<file path="src/rtl/osel_pkg.sv">
package osel_pkg;
  localparam int DW = 8;
  localparam int PW = 5;
  localparam int AW = 8;
  localparam int NREG = 2;
  localparam int SEL_HI = 7;
  localparam int SEL_LO = 6;

  typedef enum logic [1:0] {
    SRC_A      = 2'b00,
    SRC_B      = 2'b01,
    SRC_IN     = 2'b10,
    SRC_IN_ALT = 2'b11
  } src_e;

  localparam logic [AW-1:0] ADDR_A    = AW'(0);
  localparam logic [AW-1:0] ADDR_B    = AW'(1);
  localparam logic [AW-1:0] ADDR_SNAP = AW'(2);
  localparam logic [DW-1:0] REG_RST   = DW'(8'h80);

  // data field: register bit 5 -> out[4], bits 3:0 -> out[3:0]
  function automatic logic [PW-1:0] field_of(logic [DW-1:0] r);
    return {r[5], r[3:0]};
  endfunction
endpackage

</file>
<file path="src/rtl/osel_reg_bank.sv">
module osel_reg_bank
  import osel_pkg::*;
(
  input  logic                          clk_i,
  input  logic                          rst_ni,
  input  logic                          wr_en_i,
  input  logic                          wr_lock_i,
  input  logic [AW-1:0]                 addr_i,
  input  logic [DW-1:0]                 wdata_i,
  output logic [NREG-1:0][DW-1:0]       regs_o
);
  for (genvar g = 0; g < NREG; g++) begin : g_reg
    always_ff @(posedge clk_i or negedge rst_ni) begin
      if (!rst_ni)
        regs_o[g] <= REG_RST;
      else if (wr_en_i && !wr_lock_i && addr_i == AW'(g))
        regs_o[g] <= wdata_i;
    end
  end
endmodule

</file>
<file path="src/rtl/osel_snapshot.sv">
module osel_snapshot
  import osel_pkg::*;
(
  input  logic          clk_i,
  input  logic          rst_ni,
  input  logic          start_i,
  input  logic [PW-1:0] in_i,
  output logic [PW-1:0] snap_o
);
  logic pend_q;

  always_ff @(posedge clk_i or negedge rst_ni) begin
    if (!rst_ni) begin
      pend_q <= 1'b0;
      snap_o <= '0;
    end else begin
      pend_q <= start_i;
      if (pend_q) snap_o <= in_i;
    end
  end
endmodule

</file>
<file path="src/rtl/osel_mux.sv">
module osel_mux
  import osel_pkg::*;
(
  input  logic [DW-1:0] reg_a_i,
  input  logic [DW-1:0] reg_b_i,
  input  logic [PW-1:0] in_i,
  input  logic          hw_sel_i,
  input  logic          ab_sel_i,
  input  logic          out_en_i,
  output logic [PW-1:0] val_o
);
  src_e         src;
  logic [PW-1:0] pick;

  always_comb begin
    if (hw_sel_i) src = ab_sel_i ? SRC_B : SRC_A;
    else          src = src_e'(reg_a_i[SEL_HI:SEL_LO]);
    unique case (src)
      SRC_A:   pick = field_of(reg_a_i);
      SRC_B:   pick = field_of(reg_b_i);
      default: pick = in_i;
    endcase
    val_o = out_en_i ? pick : '0;
  end
endmodule

</file>
<file path="src/rtl/reg_out_sel.sv">
module reg_out_sel
  import osel_pkg::*;
(
  input  logic          clk_i,
  input  logic          rst_ni,
  input  logic          req_i,
  input  logic          we_i,
  input  logic [7:0]    addr_i,
  input  logic [7:0]    wdata_i,
  output logic [7:0]    rdata_o,
  input  logic          start_i,
  input  logic [4:0]    in_port_i,
  input  logic          out_en_i,
  input  logic          hw_sel_i,
  input  logic          ab_sel_i,
  input  logic          wr_lock_i,
  output logic [4:0]    pad_val_o,
  output logic [4:0]    pad_pull_low_o
);
  logic [NREG-1:0][DW-1:0] regs;
  logic [DW-1:0]           reg_a_q;
  logic [DW-1:0]           reg_b_q;
  logic [PW-1:0]           snap_q;

  osel_reg_bank u_bank (
    .clk_i     (clk_i),
    .rst_ni    (rst_ni),
    .wr_en_i   (req_i & we_i),
    .wr_lock_i (wr_lock_i),
    .addr_i    (addr_i),
    .wdata_i   (wdata_i),
    .regs_o    (regs)
  );

  assign reg_a_q = regs[0];
  assign reg_b_q = regs[1];

  osel_snapshot u_snap (
    .clk_i   (clk_i),
    .rst_ni  (rst_ni),
    .start_i (start_i),
    .in_i    (in_port_i),
    .snap_o  (snap_q)
  );

  osel_mux u_mux (
    .reg_a_i  (reg_a_q),
    .reg_b_i  (reg_b_q),
    .in_i     (in_port_i),
    .hw_sel_i (hw_sel_i),
    .ab_sel_i (ab_sel_i),
    .out_en_i (out_en_i),
    .val_o    (pad_val_o)
  );

  assign pad_pull_low_o = ~pad_val_o;

  always_comb begin
    unique case (addr_i)
      ADDR_A:    rdata_o = reg_a_q;
      ADDR_B:    rdata_o = reg_b_q;
      ADDR_SNAP: rdata_o = {{(DW-PW){1'b0}}, snap_q};
      default:   rdata_o = '0;
    endcase
  end
endmodule

</file>
<file path="config.mk">
export PLATFORM = sky130hd
export DESIGN_NAME = reg_out_sel
export DESIGN_NICKNAME = d
export VERILOG_FILES = /design/src/rtl/osel_pkg.sv /design/src/rtl/osel_reg_bank.sv /design/src/rtl/osel_snapshot.sv /design/src/rtl/osel_mux.sv /design/src/rtl/reg_out_sel.sv
export SDC_FILE = /design/constraint.sdc
export NUM_CORES = 1
export LEC_CHECK = 0
export BUFFER_PORTS_ARGS = -buffer_cell sky130_fd_sc_hd__buf_2
export CAP_MARGIN = 15
export CORE_ASPECT_RATIO = 0.6
export CORE_MARGIN = 4
export CORE_UTILIZATION = 48
export DETAILED_ROUTE_END_ITERATION = 10
export PLACE_DENSITY = 0.78
export SLEW_MARGIN = 20
export SYNTH_ARGS = -nofsm -noshare
export SYNTH_HDL_FRONTEND = slang
export SYNTH_HIERARCHICAL = 1
export SYNTH_SLANG_ARGS = --single-unit
</file>
<file path="constraint.sdc">
create_clock -name clk_i -period 2.15 [get_ports clk_i]
set_input_delay 0.43 -clock clk_i [delete_from_list [all_inputs] [get_ports clk_i]]
set_output_delay 0.43 -clock clk_i [all_outputs]
set_load 0.02 [all_outputs]
</file>
== Yosys cells after proc, flatten, opt, wreduce, memory -nomap -nowiden ==
Cells that the tools add are included.
Operators by class
  equality and inequality tests: 3
  multiplexer cells: 5
  bitwise operators: 2
  reductions and logical operators: 6
Operators with widths (count)
  $pmux 8 s3: 1
  $pmux 5 s2: 1
  $eq 8x1->1 const B: 1
  $eq 8x2->1 const B: 1
  $logic_not 8->1: 1
  $mux 5: 1
  $not 5->5: 1
  $logic_and 1x1->1: 3
  $eq 2x1->1 const B: 1
  $logic_not 2->1: 1
  $mux 2: 1
  $and 1x1->1: 1
  $logic_not 1->1: 1
  $mux 1: 1
Storage, ports and cells
  register bits: 22
  bits of input ports: 30
  output and inout port bits: 18
  logic and storage cells: 20

== Depth between registers and ports, before layout ==
Gate-level depths: netlist (run 1).
  depth in word-level cells: 6
  mapped depth: 5
  depth with buffers taken out: 4

== Hierarchy ==
The synthesis (run 1) kept the hierarchy.
By module, submodules not included
  osel_reg_bank: times used 1, cells an instance 36, area an instance 635.6 um2, sequential area each 402.9 um2
  reg_out_sel: times used 1, cells an instance 37, area an instance 245.2 um2, sequential area each 0.0 um2
  osel_mux: times used 1, cells an instance 28, area an instance 209.0 um2, sequential area each 0.0 um2
  osel_snapshot: times used 1, cells an instance 11, area an instance 206.4 um2, sequential area each 150.1 um2

== Worst setup path after synthesis (run 1) ==
OpenSTA, ideal clock, no wires.
  path type: input to output
  start: input out_en_i
  end: output pad_pull_low_o[0]
  data arrival time: 1535 ps
  required time: 1720 ps
  setup slack: 185 ps
  stages: 5
  cell sequence: buf_6 > nor4bb_4 > a31o_1 > a221o_1 > inv_1
On the way
  longest elaborated chain between the ends: 2
RTL lines
  start, declared: RTL line reg_out_sel.sv:13  | input logic out_en_i,
  $mux 5: RTL line osel_mux.sv:23  | val_o = out_en_i ? pick : '0;
  via pad_val_o[0]: RTL line reg_out_sel.sv:17  | output logic [4:0] pad_val_o,
  $not 5->5: RTL line reg_out_sel.sv:56  | assign pad_pull_low_o = ~pad_val_o;
  end, declared: RTL line reg_out_sel.sv:18  | output logic [4:0] pad_pull_low_o
The timed path passes the listed nets, and every way through them passes these cells.

== Worst setup path in the final report (run 1) ==
  start: register u_bank/regs_o[7] (netlist name)
  end: output pad_pull_low_o[0]
On the way
  longest elaborated chain between the ends: 5
  elaborated cells between the ends (all ways): 6
RTL lines
  start, declared: RTL line osel_reg_bank.sv:10  | output logic [NREG-1:0][DW-1:0] regs_o
  start signal, assigned by index: RTL line osel_reg_bank.sv:17  | regs_o[g] <= wdata_i;
  $mux 2 (*): RTL line osel_mux.sv:16  | if (hw_sel_i) src = ab_sel_i ? SRC_B : SRC_A;
  $eq 2x1->1 / $logic_not 2->1 (equally long branches): RTL line osel_mux.sv:18  | unique case (src)
  $pmux 5 s2 (*): RTL line osel_mux.sv:18
  $mux 5 (*): RTL line osel_mux.sv:23
  $not 5->5 (*): RTL line reg_out_sel.sv:56
Mark *: on every way between the ends. The rest lies on a longest branch, timed or not.

==> summary.txt, run 1 <==
Synth async-reset ratio = 100%
Clock tree skew after final layout = 6.25 ps
Smallest hold slack = 119 ps
Largest fanout of any net on the critical path = 4
Final routed DRC violation total = 0
Cell Area, Synth = 1300 um^2
Area of the core region = 2540 um^2
Share of the cycle needed by the critical path after routing = 97.9%
Number of max-slew violations in the final report = 0
Layer with the highest usage = met2
Number of hold buffers added after cts = 0
Maximum number of buffers from clock root to sink = 2
Fill cell total of the finished layout = 197
Number of max-capacitance violations reported = 0
Share of power burned in the clock network = 35.2%
Die height = 48.3 um
List of most frequent post-synthesis cells = sky130_fd_sc_hd__mux2_2, sky130_fd_sc_hd__dfrtp_1, sky130_fd_sc_hd__nand2_1
Hold violation total from the final report = 0
Top area cells in the synthesized netlist = sky130_fd_sc_hd__dfrtp_1, sky130_fd_sc_hd__mux2_2, sky130_fd_sc_hd__mux2i_1
Number of nets with antenna violations after routing = 0
CTS Buf Count = 3
CP endpoint kind = output port
Met3 track demand over resource = 4.53%
Initial antenna violation count = 0
Area overhead of the layout relative to synthesis = 28.0%
Worst rel slew slack = 66.9%
Starting Density = 51.0%
Buffer type at the clock tree root = sky130_fd_sc_hd__clkbuf_8
Unrepaired setup endpoints after global routing = yes
Global routing usage on met2 = 29.4%
Skew-Pair Late Insertion Delay = 260 ps
Power consumption = 0.846 mW
Count of inserted antenna diode cells = 0
Total cell area at the placement stage = 1550 um^2
Crit path DAT = 1670 ps
Final design area excluding fillers = 1660 um^2
Overall die area = 3620 um^2
Seq pwr share = 52.1%
Pin slew with the least headroom to its limit = 496 ps
First-pass DRT Iterations = 4
Psw = 0.203 mW
DRT Wirelength = 3180 um
Final setup fails = 0
Number of buffers added on ports = 47
Number of primary I/O pins = 48
Average wire per cell in the routed design = 16.2 um
Library cells used by synthesis = 30
Count of vias placed by the detailed router = 1089
Via count of the first global-routing pass = 1005
Max Clock Freq = 475 MHz
Clock-pin slew on the worst setup and hold paths = 80 ps
HPWL Detailed = 2430 um
Result of the run = completed
Category of the worst setup path launch point = register
Overflow left after global routing = 0
Post-layout minimum cycle time = 2100 ps
First-pass GRT wire length = 4550 um
Cell taking the most area after synthesis = sky130_fd_sc_hd__dfrtp_1
Switch share = 24.0%
EDFF count, synth = 0
Total nets after synthesis = 142
Internal power = 0.643 mW
Reported leakage power = 0.812 nW
Predominant post-synthesis flop cell = sky130_fd_sc_hd__dfrtp_1
Clk sinks = 22
DR vias/cell = 5.56
GR Util All Layers = 17.1%
Worst EP required = 1720 ps
YS warnings = 6
Most frequent cell after synthesis = sky130_fd_sc_hd__mux2_2
Portion of synthesized cell area occupied by the leading cell type = 38.6%
Pin count of the biggest net entering global routing = 23
Critical path type = reg -> out
Gate power share = 12.7%
Number of H-tree branching levels = 1
Number of nets at the end of the flow = 195
Die width = 75.1 um
Pwr dens = 510 nW/um^2
Count of mapped cells out of synthesis = 112
Fraction of layout instances using a drive strength above 1 = 53.0%
Worst min-delay path category = in -> async
Standard-cell row count = 14
Weighted congestion at the end of routability-driven global placement = 0.841
Avg Cell Area, Syn = 11.6 um^2
Initial drt markers = 58
VDD IR-drop max = 0.244 mV
Number of synthesized register bits = 22
Met1 demand-to-capacity share in global routing = 22.1%
CTS tree = yes
Sequential fraction of the synthesis area = 42.7%
==> worst paths after layout <==
| kind | start | to | slack (ps) | cells past startpoint |
|---|---|---|---|---|
| setup / recovery | u_bank/regs_o[7]$_DFFE_PN1P_ | pad_pull_low_o[0] | 50 | 5 |
| hold / removal | rst_ni | u_snap/snap_o[2]$_DFFE_PN0P_ | 120 | 1 |
| setup reg to reg | u_bank/regs_o[7]$_DFFE_PN1P_ | u_bank/regs_o[7]$_DFFE_PN1P_ | 1180 | 2 |
| hold reg to reg | u_bank/regs_o[4]$_DFFE_PN0P_ | u_bank/regs_o[4]$_DFFE_PN0P_ | 510 | 1 |
| max in group asynchronous | rst_ni | u_bank/regs_o[7]$_DFFE_PN1P_ | 1670 | 1 |
| min in group clk_i | start_i | u_snap/pend_q$_DFF_PN0_ | 270 | 1 |
==> power by group through the flow <==
stage / Combinational (mW) / Sequential [mW] / Clock, mW
after floorplan: 0.0505 / 0.445 / 0
after global placement: 0.0990 / 0.447 / 0
after detailed placement: 0.103 / 0.449 / 0
after CTS: 0.105 / 0.440 / 0.307
after global routing: 0.116 / 0.442 / 0.322
final: 0.107 / 0.441 / 0.297
==> placed cells by master, fill, tap and decap left out, types with 2 or more instances in the layout <==
| cell type | netlist | layout |
|---|---|---|
| sky130_fd_sc_hd__a21oi_1 | 5 | 5 |
| sky130_fd_sc_hd__a221o_1 | 3 | 3 |
| sky130_fd_sc_hd__a221o_2 | 2 | 2 |
| sky130_fd_sc_hd__buf_2 | 0 | 42 |
| sky130_fd_sc_hd__buf_4 | 0 | 5 |
| sky130_fd_sc_hd__buf_6 | 2 | 3 |
| sky130_fd_sc_hd__clkbuf_8 | 0 | 4 |
| sky130_fd_sc_hd__dfrtp_1 | 20 | 20 |
| sky130_fd_sc_hd__dfstp_2 | 2 | 2 |
| sky130_fd_sc_hd__inv_1 | 6 | 6 |
| sky130_fd_sc_hd__mux2_2 | 21 | 21 |
| sky130_fd_sc_hd__mux2i_1 | 8 | 8 |
| sky130_fd_sc_hd__nand2_1 | 13 | 13 |
| sky130_fd_sc_hd__nand4_1 | 2 | 2 |
| sky130_fd_sc_hd__nor3_1 | 3 | 3 |
| sky130_fd_sc_hd__nor4_2 | 2 | 2 |
| sky130_fd_sc_hd__o21ai_0 | 2 | 2 |
| sky130_fd_sc_hd__o22ai_1 | 3 | 3 |
| sky130_fd_sc_hd__or2_1 | 4 | 4 |
==> sequential cells by signal (all words and copies together), names as in the netlist <==
signal         cells
u_bank/regs_o     16
u_snap/pend_q      1
u_snap/snap_o      5
==> per-layer routing <==
metal	wire [um]	vias to the layer above
met2	1550	47
li1	-	519
met1	1380	523
met4	0	0
met3	246	0
met5	0	-
==> critical path: stages (launching register included) <==
cell	delay, ps
sky130_fd_sc_hd__dfstp_2	610
sky130_fd_sc_hd__nor4bb_4	70
sky130_fd_sc_hd__a31o_1	220
sky130_fd_sc_hd__a221o_1	340
sky130_fd_sc_hd__inv_1	70
sky130_fd_sc_hd__buf_6	110
==> cells by family (layout without fill, tap and decap cells) <==
| group | Yosys count | in the layout | share of synthesized area (%) |
|---|---|---|---|
| AOI/OAI and AO/OA | 17 | 17 | 9.46 |
| buffers and inverters | 8 | 60 | 3.47 |
| and+or+nand+nor | 36 | 36 | 20.0 |
| DFF | 22 | 22 | 42.7 |
| muxes | 29 | 29 | 24.4 |
==> stage by stage <==
step           worst slack (ps)  utilization (%)  instances  TNS [ps]
4_1_cts                    2.32             63.8        195         0
5_1_grt                   -29.0             65.3        196     -72.0
6_report                   45.3             65.3        196         0
3_5_place_dp                133             61.0        189         0
3_3_place_gp                175             61.0        189         0
2_1_floorplan               185                -        112         0
==> layout make-up <==
class	count	area (um^2)	share of cell area, %
timing repair buffer	50	282	17.0
inverter	6	22.5	1.36
sequential	22	553	33.3
clock buffer	4	55.1	3.32
tap	32	40.0	2.41
multi-input combinational	82	707	42.6
==> timing repair <==
item,in CTS,in global routing
buffers inserted,2,1
cloned,0,0
resized for setup,1,8
setup endpoints to repair,10,10
endpoints found under the hold margin,0,0
pin swaps,0,4
(Power assumes the default switching activity.)
==> run 2, diff against run 1 <==
--- a/config.mk
+++ b/config.mk
@@ -7,11 +7,11 @@
 export LEC_CHECK = 0
 export BUFFER_PORTS_ARGS = -buffer_cell sky130_fd_sc_hd__buf_2
 export CAP_MARGIN = 15
-export CORE_ASPECT_RATIO = 0.6
 export CORE_MARGIN = 4
 export CORE_UTILIZATION = 48
 export DETAILED_ROUTE_END_ITERATION = 10
 export PLACE_DENSITY = 0.78
+export SETUP_SLACK_MARGIN = 0.1
 export SLEW_MARGIN = 20
 export SYNTH_ARGS = -nofsm -noshare
 export SYNTH_HDL_FRONTEND = slang
==> run 2 against run 1 <==
Net effect:
- first-iteration DRC count is 17% lower
- largest cell class unchanged
- sequential power hardly changed
- global-route usage is 1.4 points higher
- via count is 2.8% higher
- critical path depth stayed put
- flip-flop and latch count stayed put
- clock skew is 5.9 ps lower
- wire length is 0.44% lower
- register-to-register slack hardly changed
- final area is 0.45% higher
- the run now ends with setup timing left
- clock power is 36% lower
- sequential share of layout area is 0.15 points lower
==> summary.txt, run 2 (synthesis gave the netlist of run 1 again) <==
Worst min-delay path category = in -> async
Standard-cell row count = 18
Number of nets at the end of the flow = 196
Critical path type = reg -> out
Share of the cycle needed by the critical path after routing = 103%
Pin slew with the least headroom to its limit = 476 ps
Fill cell total of the finished layout = 204
Largest fanout of any net on the critical path = 4
Worst rel slew slack = 68.3%
R2R cell count = 1
First-pass DRT Iterations = 5
Reported leakage power = 0.813 nW
Count of inserted antenna diode cells = 0
Via count of the first global-routing pass = 1138
Maximum number of buffers from clock root to sink = 2
Final routed DRC violation total = 0
Average wire per cell in the routed design = 16.2 um
Clk sinks = 22
CP endpoint kind = output port
Result of the run = finished, violations left
Crit path DAT = 1770 ps
Number of H-tree branching levels = 1
Reg2Reg Capture Point = u_snap/snap_o[1]$_DFFE_PN0P_
Die height = 60.0 um
Die width = 60.0 um
CTS tree = yes
Area of the core region = 2520 um^2
Max Clock Freq = 454 MHz
Final setup fails = 6
Fraction of layout instances using a drive strength above 1 = 54.5%
Largest registers = u_bank/regs_o (16), u_snap/snap_o (5), u_snap/pend_q (1)
Clock-pin slew on the worst setup and hold paths = 120 ps
CTS Buf Count = 3
Area overhead of the layout relative to synthesis = 28.6%
Category of the worst setup path launch point = register
Hold violation total from the final report = 0
Worst EP required = 1720 ps
Setup slack of the worst register-to-register path = 1190 ps
Post-layout minimum cycle time = 2200 ps
Number of max-capacitance violations reported = 0
Initial drt markers = 48
Number of buffers added on ports = 47
Detailed route wirelength on metal3 = 281 um
Pin count of the biggest net entering global routing = 23
Weighted congestion at the end of routability-driven global placement = 0.816
DR WL met2 = 1610 um
Number of max-slew violations in the final report = 0
Final worst setup slack = -54.8 ps
Number of nets with antenna violations after routing = 0
Number of primary I/O pins = 48
DR vias/cell = 5.74
Failing checks = setup timing
Startpoint of the lowest-slack register-to-register path = u_snap/pend_q$_DFF_PN0_
First-pass GRT wire length = 5020 um
Worst slack at placement = 95.6 ps
Met1 wire length = 1220 um
Buffer type at the clock tree root = sky130_fd_sc_hd__clkbuf_4
Clock tree skew after final layout = 0.373 ps
Skew-Pair Late Insertion Delay = 300 ps
Flip-flop count of the largest register after layout = 16
Final design area excluding fillers = 1670 um^2
Starting Density = 51.4%
Highest-count cells in the layout ignoring fill and taps = sky130_fd_sc_hd__buf_2, sky130_fd_sc_hd__mux2_2, sky130_fd_sc_hd__dfrtp_1, sky130_fd_sc_hd__nand2_1, sky130_fd_sc_hd__mux2i_1
HPWL Detailed = 2390 um
GR Util All Layers = 18.5%
VDD IR-drop max = 0.389 mV
Count of vias placed by the detailed router = 1120
Setup_tns = -210 ps
Commonest non-fill, non-tap cell in the layout = sky130_fd_sc_hd__buf_2
Pwr dens = 446 nW/um^2
DRT Wirelength = 3170 um
Launching element of the worst setup path = u_bank/regs_o[7]$_DFFE_PN1P_
Highest signal layer in the routed design = met4
Initial antenna violation count = 0
Overall die area = 3600 um^2
Overflow left after global routing = 0
Total cell area at the placement stage = 1550 um^2
Biggest register = u_bank/regs_o
Unrepaired setup endpoints after global routing = yes
## run 2: changes by cell type in the layout (fill, tap and decap cells not counted), moves of 2 or more
cell,delta
sky130_fd_sc_hd__buf_6,+4
sky130_fd_sc_hd__clkbuf_8,-4
sky130_fd_sc_hd__inv_2,+2
sky130_fd_sc_hd__inv_1,-2
sky130_fd_sc_hd__clkbuf_4,+3
sky130_fd_sc_hd__buf_2,-2
## run 2: layout make-up
class / count / area (um^2) / area share [%]
clock buffer: 4 / 26.3 / 1.58
inverter: 6 / 22.5 / 1.35
multi-input combinational: 82 / 718 / 43.1
sequential: 22 / 553 / 33.2
tap: 30 / 37.5 / 2.25
timing repair buffer: 51 / 309 / 18.5
## run 2: stage by stage
stage	std cells	total power, mW	hold slack (ps)	util (%)
final	195	0.743	62.0	66.1
after global routing	195	0.775	94.8	66.1
after CTS	195	0.747	82.0	66.1
after detailed placement	187	0.551	420	61.3
after global placement	187	0.546	413	61.3
after floorplan	112	0.495	134	-
## run 2: metal layers
layer  GRT usage (%)  vias to the layer above
met1            22.8                      535
li1                -                      528
met5               0                        -
met3            5.18                        6
met4            6.01                        0
met2            31.2                       51
## run 2: timing repair
action / CTS / global route
resized for setup: 19 / 0
setup endpoints to repair: 10 / 10
hold buffers: 0 / 0
pin swaps: 5 / 3
buffers inserted: 4 / 0
## run 2: worst max-delay path, stage by stage (launching register included)
cell                       delay, ps
sky130_fd_sc_hd__dfstp_2         630
sky130_fd_sc_hd__nor4bb_4         70
sky130_fd_sc_hd__a31o_1          230
sky130_fd_sc_hd__a221o_1         350
sky130_fd_sc_hd__inv_1            80
sky130_fd_sc_hd__buf_6           110
## run 2: worst max path at each step
stage,slack [ps],end
4_1_cts,-40,pad_pull_low_o[1]
3_3_place_gp,150,pad_pull_low_o[1]
6_report,-50,pad_pull_low_o[0]
5_1_grt,-110,pad_pull_low_o[1]
2_1_floorplan,180,pad_pull_low_o[0]
3_5_place_dp,100,pad_pull_low_o[4]
## run 2: power by group
| group | total [mW] | switching (mW) | internal, mW |
|---|---|---|---|
| clock network | 0.191 | 0.119 | 0.0722 |
| logic | 0.112 | 0.0583 | 0.0539 |
| registers | 0.440 | 0.0109 | 0.429 |
| total | 0.743 | 0.188 | 0.555 |
